[src/rtl/accdec_pkg.sv]
package accdec_pkg;

    localparam int CLASS_N = 8;

    typedef enum logic [2:0] {
        CL_ALU    = 3'd0,
        CL_MOVE   = 3'd1,
        CL_LOAD   = 3'd2,
        CL_STORE  = 3'd3,
        CL_JUMP   = 3'd4,
        CL_BRANCH = 3'd5,
        CL_PUSH   = 3'd6,
        CL_POP    = 3'd7
    } op_class_e;

    typedef enum logic [3:0] {
        AF_NONE = 4'd0,
        AF_ADD  = 4'd1,
        AF_SUB  = 4'd2,
        AF_ADC  = 4'd3,
        AF_XOR  = 4'd4,
        AF_AND  = 4'd5,
        AF_OR   = 4'd6,
        AF_CMP  = 4'd7,
        AF_SHR  = 4'd8,
        AF_ROTR = 4'd9
    } alu_func_e;

    typedef enum logic [2:0] {
        RD_NONE = 3'd0,
        RD_X    = 3'd1,
        RD_Y    = 3'd2,
        RD_A    = 3'd3,
        RD_SP   = 3'd4
    } reg_dst_e;

    typedef enum logic [2:0] {
        MD_ZERO  = 3'd0,
        MD_X     = 3'd1,
        MD_Y     = 3'd2,
        MD_A     = 3'd3,
        MD_IMM   = 3'd4,
        MD_X_IMM = 3'd5,
        MD_Y_IMM = 3'd6,
        MD_A_IMM = 3'd7
    } mode_e;

    localparam logic [4:0] OPC_SPECIAL = 5'd0;
    localparam logic [4:0] OPC_CMP     = 5'd7;
    localparam logic [4:0] OPC_MVX     = 5'd8;
    localparam logic [4:0] OPC_MVY     = 5'd9;
    localparam logic [4:0] OPC_MVA     = 5'd10;
    localparam logic [4:0] OPC_MVHI    = 5'd11;
    localparam logic [4:0] OPC_SPSET   = 5'd12;
    localparam logic [4:0] OPC_LD_LAST = 5'd15;
    localparam logic [4:0] OPC_ST_LAST = 5'd18;
    localparam logic [4:0] OPC_JLINK   = 5'd20;
    localparam logic [4:0] OPC_BR_FIRST = 5'd21;
    localparam logic [4:0] OPC_BR_LAST  = 5'd29;
    localparam logic [4:0] OPC_PUSH    = 5'd30;

    typedef struct packed {
        logic [CLASS_N-1:0] cls;
        alu_func_e          func;
        logic               flags_we;
        reg_dst_e           dst;
        logic [1:0]         store_src;
        logic               move_high;
        logic               link;
        logic [3:0]         cond;
        logic               illegal;
    } ctrl_t;

    function automatic reg_dst_e sel_to_dst(input logic [1:0] sel);
        case (sel)
            2'd1:    return RD_X;
            2'd2:    return RD_Y;
            2'd3:    return RD_A;
            default: return RD_NONE;
        endcase
    endfunction

endpackage

[src/rtl/accdec_operand_sel.sv]
module accdec_operand_sel
    import accdec_pkg::*;
#(
    parameter int WIDTH = 16
) (
    input  mode_e              mode,
    input  logic [7:0]         imm,
    input  logic [WIDTH-1:0]   x,
    input  logic [WIDTH-1:0]   y,
    input  logic [WIDTH-1:0]   a,
    output logic [WIDTH-1:0]   operand,
    output logic               two_byte
);

    localparam int EXT_BITS = WIDTH - 8;

    logic [WIDTH-1:0] imm_ext;
    logic [WIDTH-1:0] base;

    generate
        if (EXT_BITS > 0) begin : g_wide
            assign imm_ext = {{EXT_BITS{1'b0}}, imm};
        end else begin : g_narrow
            assign imm_ext = imm[WIDTH-1:0];
        end
    endgenerate

    always_comb begin
        case (mode[1:0])
            2'd1:    base = x;
            2'd2:    base = y;
            2'd3:    base = a;
            default: base = '0;
        endcase
        two_byte = mode[2];
        operand  = mode[2] ? (base + imm_ext) : base;
    end

    always_comb begin
        if (mode == MD_IMM) begin
            assert_imm_zero_ext_R4: assert (operand == imm_ext)
                else $error("immediate mode operand mismatch");
        end
    end

endmodule

[src/rtl/accdec_ctrl_gen.sv]
module accdec_ctrl_gen
    import accdec_pkg::*;
#(
    parameter int WIDTH = 16
) (
    input  logic [4:0] opcode,
    input  mode_e      mode,
    output ctrl_t      ctrl
);

    localparam bit HAS_HIGH_MOVE = (WIDTH >= 16);

    always_comb begin
        ctrl = '0;
        if (opcode == OPC_SPECIAL) begin
            ctrl.cls[CL_ALU] = 1'b1;
            case (mode)
                MD_ZERO: ctrl.func = AF_NONE;
                MD_X: begin
                    ctrl.func     = AF_SHR;
                    ctrl.flags_we = 1'b1;
                    ctrl.dst      = RD_A;
                end
                MD_Y: begin
                    ctrl.func     = AF_ROTR;
                    ctrl.flags_we = 1'b1;
                    ctrl.dst      = RD_A;
                end
                default: ctrl.illegal = 1'b1;
            endcase
        end else if (opcode <= OPC_CMP) begin
            ctrl.cls[CL_ALU] = 1'b1;
            ctrl.func        = alu_func_e'({1'b0, opcode[2:0]});
            ctrl.flags_we    = 1'b1;
            ctrl.dst         = (opcode == OPC_CMP) ? RD_NONE : RD_A;
        end else if (opcode <= OPC_SPSET) begin
            ctrl.cls[CL_MOVE] = 1'b1;
            case (opcode)
                OPC_MVX: ctrl.dst = RD_X;
                OPC_MVY: ctrl.dst = RD_Y;
                OPC_MVA: ctrl.dst = RD_A;
                OPC_MVHI: begin
                    ctrl.dst       = RD_A;
                    ctrl.move_high = 1'b1;
                    ctrl.illegal   = !HAS_HIGH_MOVE;
                end
                default: ctrl.dst = RD_SP;
            endcase
        end else if (opcode <= OPC_LD_LAST) begin
            ctrl.cls[CL_LOAD] = 1'b1;
            ctrl.dst          = sel_to_dst(opcode[1:0]);
        end else if (opcode <= OPC_ST_LAST) begin
            ctrl.cls[CL_STORE] = 1'b1;
            ctrl.store_src     = opcode[1:0] + 2'd1;
        end else if (opcode <= OPC_JLINK) begin
            ctrl.cls[CL_JUMP] = 1'b1;
            if (opcode == OPC_JLINK) begin
                ctrl.link = 1'b1;
                ctrl.dst  = RD_Y;
            end
        end else if (opcode <= OPC_BR_LAST) begin
            ctrl.cls[CL_BRANCH] = 1'b1;
            ctrl.cond           = 4'(opcode - OPC_BR_FIRST);
        end else if (opcode == OPC_PUSH) begin
            ctrl.cls[CL_PUSH] = 1'b1;
        end else begin
            ctrl.cls[CL_POP] = 1'b1;
            ctrl.illegal     = mode[2];
            ctrl.dst         = mode[2] ? RD_NONE : sel_to_dst(mode[1:0]);
        end
    end

    always_comb begin
        assert_onehot_class_R5: assert ($onehot(ctrl.cls))
            else $error("class vector not one-hot");
        if (ctrl.flags_we) begin
            assert_flags_alu_only_R6: assert (ctrl.cls[CL_ALU] && ctrl.func != AF_NONE)
                else $error("flag write outside an ALU operation");
        end
        if (ctrl.illegal) begin
            assert_illegal_scope_R7: assert (ctrl.cls[CL_ALU] || ctrl.cls[CL_POP] || ctrl.move_high)
                else $error("illegal raised on an always-valid opcode");
        end
    end

endmodule

[src/rtl/acc_instr_decoder.sv]
module acc_instr_decoder
    import accdec_pkg::*;
#(
    parameter int WIDTH = 16
) (
    input  logic [7:0]       instr_byte,
    input  logic [7:0]       imm_byte,
    input  logic [WIDTH-1:0] reg_x,
    input  logic [WIDTH-1:0] reg_y,
    input  logic [WIDTH-1:0] reg_a,
    output logic [4:0]       opcode,
    output logic [2:0]       mode,
    output logic             two_byte,
    output logic [WIDTH-1:0] operand,
    output logic [7:0]       op_class,
    output logic [3:0]       alu_func,
    output logic             flags_we,
    output logic [2:0]       reg_dst,
    output logic [1:0]       store_src,
    output logic             move_high,
    output logic             link_en,
    output logic [3:0]       branch_cond,
    output logic             illegal
);

    mode_e mode_s;
    ctrl_t ctrl_s;

    assign opcode = instr_byte[7:3];
    assign mode_s = mode_e'(instr_byte[2:0]);
    assign mode   = mode_s;

    accdec_operand_sel #(.WIDTH(WIDTH)) u_operand (
        .mode     (mode_s),
        .imm      (imm_byte),
        .x        (reg_x),
        .y        (reg_y),
        .a        (reg_a),
        .operand  (operand),
        .two_byte (two_byte)
    );

    accdec_ctrl_gen #(.WIDTH(WIDTH)) u_ctrl (
        .opcode (opcode),
        .mode   (mode_s),
        .ctrl   (ctrl_s)
    );

    assign op_class    = ctrl_s.cls;
    assign alu_func    = ctrl_s.func;
    assign flags_we    = ctrl_s.flags_we;
    assign reg_dst     = ctrl_s.dst;
    assign store_src   = ctrl_s.store_src;
    assign move_high   = ctrl_s.move_high;
    assign link_en     = ctrl_s.link;
    assign branch_cond = ctrl_s.cond;
    assign illegal     = ctrl_s.illegal;

    always_comb begin
        if (!instr_byte[2]) begin
            assert_short_operand_R3: assert (operand == '0 || operand == reg_x ||
                                             operand == reg_y || operand == reg_a)
                else $error("short-form operand not from a register or zero");
        end
        if (op_class[7] && !illegal) begin
            assert_pop_dest_R9: assert (reg_dst <= 3'd3)
                else $error("pop destination out of range");
        end
        if (store_src != 2'd0) begin
            assert_store_class_R12: assert (op_class == 8'h08)
                else $error("store source outside a store");
        end
        if (branch_cond != 4'd0) begin
            assert_cond_branch_R11: assert (op_class == 8'h20)
                else $error("condition outside a branch");
        end
    end

endmodule

[config.mk]
export PLATFORM = sky130hd
export DESIGN_NAME = acc_instr_decoder
export DESIGN_NICKNAME = d
export VERILOG_FILES = /design/src/rtl/accdec_pkg.sv /design/src/rtl/accdec_operand_sel.sv /design/src/rtl/accdec_ctrl_gen.sv /design/src/rtl/acc_instr_decoder.sv
export SDC_FILE = /design/constraint.sdc
export NUM_CORES = 1
export LEC_CHECK = 0
export ABC_AREA = 1
export BUFFER_PORTS_ARGS = -buffer_cell sky130_fd_sc_hd__clkbuf_2
export CORE_ASPECT_RATIO = 1.25
export CORE_UTILIZATION = 28
export DETAILED_ROUTE_END_ITERATION = 8
export PLACE_DENSITY = 0.57
export SYNTH_ARGS = -nofsm -noshare
export SYNTH_HDL_FRONTEND = slang
export SYNTH_SLANG_ARGS = --single-unit
[constraint.sdc]
create_clock -name vclk -period 4.1
set_input_delay 0.41 -clock vclk [all_inputs]
set_output_delay 0.41 -clock vclk [all_outputs]
set_load 0.01 [all_outputs]
==> impl_metrics.json, run 1 <==
{
  "maxSlewHeadroom_pct": 71.17,
  "yosysSeqAreaShare_pct": 0,
  "hold_path_class": "primary input to output pin",
  "synth_nets": 402,
  "yosys.cell_types.count": 31,
  "rows": 31,
  "ys_warn_count": 0,
  "post-dp-hpwl_mm": 5.152,
  "cts_resized": 0,
  "synth.top_cell.area_share_pct": 24.23,
  "synth.area.top_cells": "nand2_1, nand3_1, ha_1, inv_1, nor2_1",
  "die_width_um": 71.14,
  "route.detailed.drc": 6,
  "holdCritStartpoint": "instr_byte[4]",
  "slew_violations": 0,
  "synth_common_cells": "nand2_1, inv_1, nand3_1",
  "gp_congestion": 0.8894,
  "via_per_inst": 4.805,
  "clock_buffers": 0,
  "gr-total-overflow": 0,
  "drive_gt1_share_pct": 35.15,
  "cts_setup_buffers": 0,
  "critPathLaunchType": "primary input",
  "worstHoldEndpoint": "opcode[1]",
  "grt_pass1_wl_mm": 9.004,
  "fp.coreArea_sq_um": 5779,
  "cp_max_fo": 13,
  "p_leak_nw": 1.399,
  "n_sequential_cell": 0,
  "dr_total_vias": 2340,
  "worstMarginPinSlew_ns": 0.4325,
  "antenna_found_initial": 0,
  "ant_nets": 0,
  "power.density_nw_per_um2": 129.6,
  "finalSetupTns_ns": 0,
  "cp_num_buf_inv": 5,
  "grt_util_all_layers_pct": 17.59,
  "syn_inst": 324,
  "critPathKind": "primary input to output pin",
  "whs_path_depth": 2,
  "first_global_vias": 2059,
  "firstDrtPassIters": 6,
  "crit_required_ns": 3.69,
  "failed_checks": "design-rule violations",
  "yosysTopAreaCell": "nand2_1",
  "cp-end-kind": "output pin",
  "io_pins": 114,
  "wl_per_cell_um": 12.22,
  "whs_ns": 1.103,
  "fin_crit_ns": 3.312,
  "hold_violations": 0,
  "first_iter_violations": 153,
  "die_area_sq_um": 6290,
  "drt_wl_total_mm": 5.951,
  "dieHeight_um": 88.42,
  "cp_top_family": "simple AND/OR/NAND/NOR gates",
  "ir_drop_mv": 0.04756,
  "portBuffers": 114,
  "num_antenna_cells": 0,
  "avgSynthCellArea_sq_um": 5.163,
  "crit_path_max_incr_delay_ns": 0.39,
  "nNetsFinal": 501,
  "path_common_cell": "nand2_1",
  "setup-violations-final": 0,
  "seqCellArea_sq_um": 0,
  "final_area_sq_um": 2197,
  "critical_path_arrival_ns": 2.90,
  "final.period_utilization_pct": 80.77,
  "syn2layout_area_growth_pct": 31.34,
  "outcome": "finished with violations",
  "cpMaxStageDelayCell": "fa_1",
  "path_cells": "clkbuf_2 -> inv_2 -> nor2_2 -> nand2_1 -> nand3_1 -> ha_1 -> inv_1 -> fa_1 -> inv_1 -> nand3_1 -> nand2_1 -> nand2_1 -> nand2_1 -> nand2_1 -> nor2_1 -> xor2_1 -> clkbuf_2",
  "synth_most_common_cell": "nand2_1",
  "dpl_cell_area_sq_um": 2197,
  "fmax_ghz": 0.3020,
  "rsz0062_at_grt": "no",
  "syn_area_sq_um": 1673,
  "start_util_pct": 28.95,
  "maxCapViolCount": 0,
  "holdBufCountCts": 0,
  "grt_max_degree": 20
}
==> layer usage <==
layer	wire [um]	vias to the layer above	global-route usage, %
met3	317	2	0.4556
met5	0	-	0
li1	-	1219	-
met1	2397	1040	20.68
met4	21	0	0.9091
met2	3214	79	36.71
==> cell families (layout without fill, tap and decap cells) <==
family                   count (synthesis)  count (layout)  share of synthesized area, %
AO/OA/AOI/OAI                           28              28                         9.499
adder cells (fa/ha/maj)                 14              14                         10.92
buffers and inverters                   67             164                         19.15
XOR/XNOR                                 8               8                         4.189
AND/OR/NAND/NOR                        207             207                         56.25
==> placed cells by master (no fill, tap or decap), types with 8 or more instances in the layout <==
cell type  instances
nand4_1            8
nand2_1          108
a21oi_1           11
inv_2             11
inv_1             38
o21ai_1            8
nand3_1           38
nor2_1            27
clkbuf_2         114
ha_1              13
==> worst max path at each step <==
stage                     slack [ns]  cells past startpoint     startpoint     endpoint
final                           0.79                     17  instr_byte[0]  operand[10]
after global placement          0.84                     17  instr_byte[0]  operand[10]
after CTS                       0.77                     17  instr_byte[0]  operand[10]
after floorplan                 1.30                     16  instr_byte[0]  operand[10]
after detailed placement        0.77                     17  instr_byte[0]  operand[10]
after global routing            0.46                     17  instr_byte[0]  operand[10]
==> final cells by class <==
type | count | area, sq um
repair buffers | 115 | 578.1
inverters | 49 | 183.9
fillers | 683 | 3582
well taps | 66 | 82.58
multi-input cells | 257 | 1353
==> where the power goes <==
part / internal (mW) / switching [mW]
combinational: 0.111 / 0.174
clock: 0 / 0
sequential: 0 / 0
==> per-stage QoR <==
step	worst slack [ns]	total power, mW	cells	utilization (%)
finish	0.7883	0.2847	487	38.02
global route	0.4591	0.3189	487	38.02
CTS	0.7711	0.2853	487	38.02
detailed placement	0.7734	0.2844	487	38.02
global placement	0.8429	0.2843	487	38.02
floorplan	1.296	0.1868	324	-
No activity file was read; power rests on OpenSTA's default activity.
==> inputs of run 2 (changes only) <==
==> constraint.sdc (replaced) <==
create_clock -name vclk -period 3.47
set_input_delay 0.347 -clock vclk [all_inputs]
set_output_delay 0.347 -clock vclk [all_outputs]
set_load 0.01 [all_outputs]
==> impl_metrics.json, run 2 (synthesized netlist as in run 1, its figures left out) <==
{
  "outcome": "finished with violations",
  "failed_checks": "design-rule violations",
  "hold_path_class": "primary input to output pin",
  "clock_buffers": 0,
  "ir_drop_mv": 0.04551,
  "syn2layout_area_growth_pct": 32.09,
  "ant_nets": 0,
  "crit_required_ns": 3.12,
  "utilization_pct": 38.23,
  "post-dp-hpwl_mm": 5.210,
  "power.density_nw_per_um2": 153.0,
  "via_per_inst": 4.742,
  "cts_setup_buffers": 0,
  "finalPower_uw": 338.1,
  "rsz0062_at_grt": "no",
  "critPathKind": "primary input to output pin",
  "final.period_utilization_pct": 90.42,
  "cp-end-kind": "output pin",
  "grt_pass1_wl_mm": 9.604,
  "io_pins": 114,
  "p_leak_nw": 1.404,
  "setup_slack_ns": 0.3323,
  "first_iter_violations": 117,
  "route.detailed.drc": 6,
  "start_util_pct": 28.95,
  "n_sequential_cell": 0,
  "fmax_ghz": 0.3187,
  "wl_per_cell_um": 12.34,
  "num_antenna_cells": 0,
  "slew_violations": 0,
  "dieHeight_um": 88.42,
  "die_area_sq_um": 6290,
  "mostFrequentLayoutCells": "clkbuf_2, nand2_1, inv_1, nand3_1, nor2_1",
  "grt_util_all_layers_pct": 18.68,
  "hold_violations": 0,
  "critical_path_arrival_ns": 2.79,
  "drive_gt1_share_pct": 35.31,
  "fin_crit_ns": 3.138,
  "place_ws_ns": 0.2669,
  "nNetsFinal": 502,
  "firstDrtPassIters": 7,
  "mostFrequentLayoutCell": "clkbuf_2",
  "seqCellArea_sq_um": 0,
  "gp_congestion": 0.8806,
  "antenna_found_initial": 0,
  "die_width_um": 71.14,
  "portBuffers": 114,
  "critPathLaunchType": "primary input",
  "worstMarginPinSlew_ns": 0.4220,
  "grt_max_degree": 20,
  "maxSlewHeadroom_pct": 71.86,
  "setup-violations-final": 0,
  "finalSetupTns_ns": 0,
  "fp.coreArea_sq_um": 5779,
  "dr_total_vias": 2314,
  "maxCapViolCount": 0,
  "gr-total-overflow": 0,
  "cp_max_fo": 14,
  "first_global_vias": 2183,
  "drt_wl_total_mm": 6.020,
  "rows": 31
}
run 2: cell types whose count changed in the layout (fill, tap and decap cells not counted), sizes merged:
cell	previous run	this run
buf	1	3
clkbuf	114	113
run 2: through the flow:
stage	hold slack (ns)	std cells	area [sq um]
after floorplan	0.7394	324	1673
after global placement	0.9813	488	2205
after detailed placement	0.9797	488	2205
after CTS	0.9876	488	2205
after global routing	1.002	488	2210
final	0.9777	488	2210
run 2: final cells by class:
cell class	count	area, sq um
timing repair buffer	116	585.6
fill	691	3570
multi-input combinational	257	1358
tap	66	82.58
inverter	49	183.9
run 2: worst paths after layout:
check | end | cells after the start | startpoint | slack, ns
hold / removal | opcode[1] | 2 | instr_byte[4] | 0.98
setup / recovery | operand[10] | 17 | instr_byte[1] | 0.33
run 2: critical path, stage by stage:
cell and delay [ns]:
buf_2 0.25, nand2_1 0.13, inv_2 0.20, nand2_1 0.08, nand3_1 0.11, ha_1 0.19, inv_1 0.06, fa_1 0.41
inv_1 0.09, nand3_1 0.07, nand2_1 0.11, nand2_1 0.09, nand2_1 0.11, nand2_1 0.09, nor2_1 0.13, xor2_1 0.16
clkbuf_2 0.15
run 2: report_power, final:
part	internal (mW)	leakage [nW]	switching [mW]	total (mW)
logic	0.132	1.40	0.207	0.338
clock network	0	0	0	0
registers	0	0	0	0
total	0.132	1.40	0.207	0.338
run 2: per-layer routing:
layer  vias up  GRT usage [%]  share of wire, %
met1      1014          22.27                41
met5         -              0                 0
li1       1220              -                 -
met4         0          1.818              0.76
met2        74          37.67                53
met3         6          1.139               5.0
run 2: what timing repair did:
action | 4_1_cts | 5_1_grt
hold buffers | 0 | 0
endpoints found under the setup margin | 0 | 1
gates resized for setup | 0 | 2
==> inputs of run 3 (changes only) <==
--- a/config.mk
+++ b/config.mk
@@ -10,7 +10,9 @@
 export CORE_ASPECT_RATIO = 1.25
 export CORE_UTILIZATION = 28
 export DETAILED_ROUTE_END_ITERATION = 8
+export MAX_ROUTING_LAYER = met4
 export PLACE_DENSITY = 0.57
+export SKIP_LAST_GASP = 1
 export SYNTH_ARGS = -nofsm -noshare
 export SYNTH_HDL_FRONTEND = slang
 export SYNTH_SLANG_ARGS = --single-unit
==> impl_metrics.json, run 3 (synthesized netlist as in run 1, its figures left out) <==
{
  "outcome": "finished with violations",
  "failed_checks": "design-rule violations",
  "rows": 31,
  "syn2layout_area_growth_pct": 32.24,
  "drive_gt1_share_pct": 35.31,
  "start_util_pct": 28.95,
  "crit_required_ns": 3.12,
  "firstDrtPassIters": 7,
  "setup-violations-final": 0,
  "seq_power_share_pct": 0,
  "grt_util_all_layers_pct": 19.01,
  "ir_drop_mv": 0.04712,
  "final.period_utilization_pct": 90.37,
  "holdBufCountCts": 0,
  "dr_total_vias": 2354,
  "gp_congestion": 0.8876,
  "num_antenna_cells": 0,
  "fp.coreArea_sq_um": 5779,
  "mostFrequentLayoutCells": "clkbuf_2, nand2_1, inv_1, nand3_1, nor2_1",
  "cpMaxStageDelayCell": "fa_1",
  "die_width_um": 71.14,
  "critical_path_arrival_ns": 2.79,
  "p_leak_nw": 1.404,
  "hold_violations": 0,
  "route.detailed.drc": 6,
  "n_sequential_cell": 0,
  "drt_wl_total_mm": 5.997,
  "dieHeight_um": 88.42,
  "seqCellArea_sq_um": 0,
  "critPathKind": "primary input to output pin",
  "via_per_inst": 4.824,
  "maxSlewHeadroom_pct": 71.85,
  "stdcell_count": 488,
  "crit_path_max_incr_delay_ns": 0.41,
  "clock_buffers": 0,
  "pwr-share-comb_pct": 100.0,
  "wl_per_cell_um": 12.29,
  "antenna_found_initial": 0,
  "clkPwrFrac_pct": 0,
  "cp-end-kind": "output pin",
  "gr-usage-met1_pct": 23.07,
  "cp_num_buf_inv": 5,
  "hold_path_class": "primary input to output pin",
  "grt_max_degree": 20,
  "first_global_vias": 2107,
  "maxCapViolCount": 0,
  "die_area_sq_um": 6290,
  "setup_slack_ns": 0.3342,
  "path_common_cell": "nand2_1",
  "path_cells": "clkbuf_2 -> nand2_1 -> inv_4 -> nand2_1 -> nand3_1 -> ha_1 -> inv_1 -> fa_1 -> inv_1 -> nand3_1 -> nand2_1 -> nand2_1 -> nand2_1 -> nand2_1 -> nor2_1 -> xor2_1 -> clkbuf_2",
  "io_pins": 114,
  "first_iter_violations": 144,
  "grtUsageMet2_pct": 35.84,
  "placed_cells": 488,
  "cp_top_family": "simple AND/OR/NAND/NOR gates",
  "finalSetupTns_ns": 0,
  "slew_violations": 0,
  "nFillCells": 687,
  "critPathLaunchType": "primary input",
  "grt_pass1_wl_mm": 9.432,
  "cp_max_fo": 14,
  "portBuffers": 114,
  "ant_nets": 0,
  "worstMarginPinSlew_ns": 0.4222,
  "met3_usage_pct": 0.6834,
  "fmax_ghz": 0.3189,
  "sw_frac_of_total_pct": 61.18,
  "place_ws_ns": 0.2574,
  "post-dp-hpwl_mm": 5.172,
  "gr-total-overflow": 0,
  "switchingPower_uw": 207.3,
  "power.density_nw_per_um2": 153.2,
  "p_int_uw": 131.5,
  "rsz0062_at_grt": "no",
  "mostFrequentLayoutCell": "clkbuf_2",
  "fin_crit_ns": 3.136,
  "nNetsFinal": 502,
  "multi_input_area_sq_um": 1358,
  "busiest_layer": "met2"
}
run 3: changes by cell type in the layout (fill, tap and decap cells not counted):
cell,previous run,this run
buf_2,1,0
clkbuf_2,113,114
inv_2,11,10
inv_4,0,1
run 3: power groups by stage:
stage                     logic (mW)  registers [mW]  clock network (mW)
after detailed placement       0.338               0                   0
final                          0.339               0                   0
after CTS                      0.340               0                   0
after global routing           0.384               0                   0
after floorplan                0.221               0                   0
after global placement         0.339               0                   0
run 3: metal layers:
layer / vias up / wire length (um)
met5: - / 0
met4: 0 / 71
met3: 8 / 354
met2: 101 / 3068
met1: 1019 / 2503
li1: 1226 / -
run 3: path summary, 6_finish.rpt:
path | start | end | depth (start not counted)
max | instr_byte[1] | operand[10] | 17
min | instr_byte[4] | opcode[1] | 2
run 3: through the flow:
stage	power, mW	hold WS [ns]	area [sq um]	utilization, %
3_3_place_gp	0.3392	0.9807	2205	38.15
5_1_grt	0.3839	0.9921	2212	38.28
4_1_cts	0.3399	0.9798	2205	38.15
2_1_floorplan	0.2208	0.7394	1673	-
3_5_place_dp	0.3385	0.9782	2205	38.15
6_report	0.3388	0.9775	2212	38.28
run 3: layout make-up:
cell class                 instances  share of cell area [%]
timing repair buffer             116                   26.47
tap                               66                   3.733
multi-input combinational        257                   61.37
inverter                          49                   8.428
run 3: repair_timing:
| item | 4_1_cts | 5_1_grt |
|---|---|---|
| endpoints found under the setup margin | 0 | 1 |
| setup buffers | 0 | 0 |
| resized for setup | 0 | 2 |
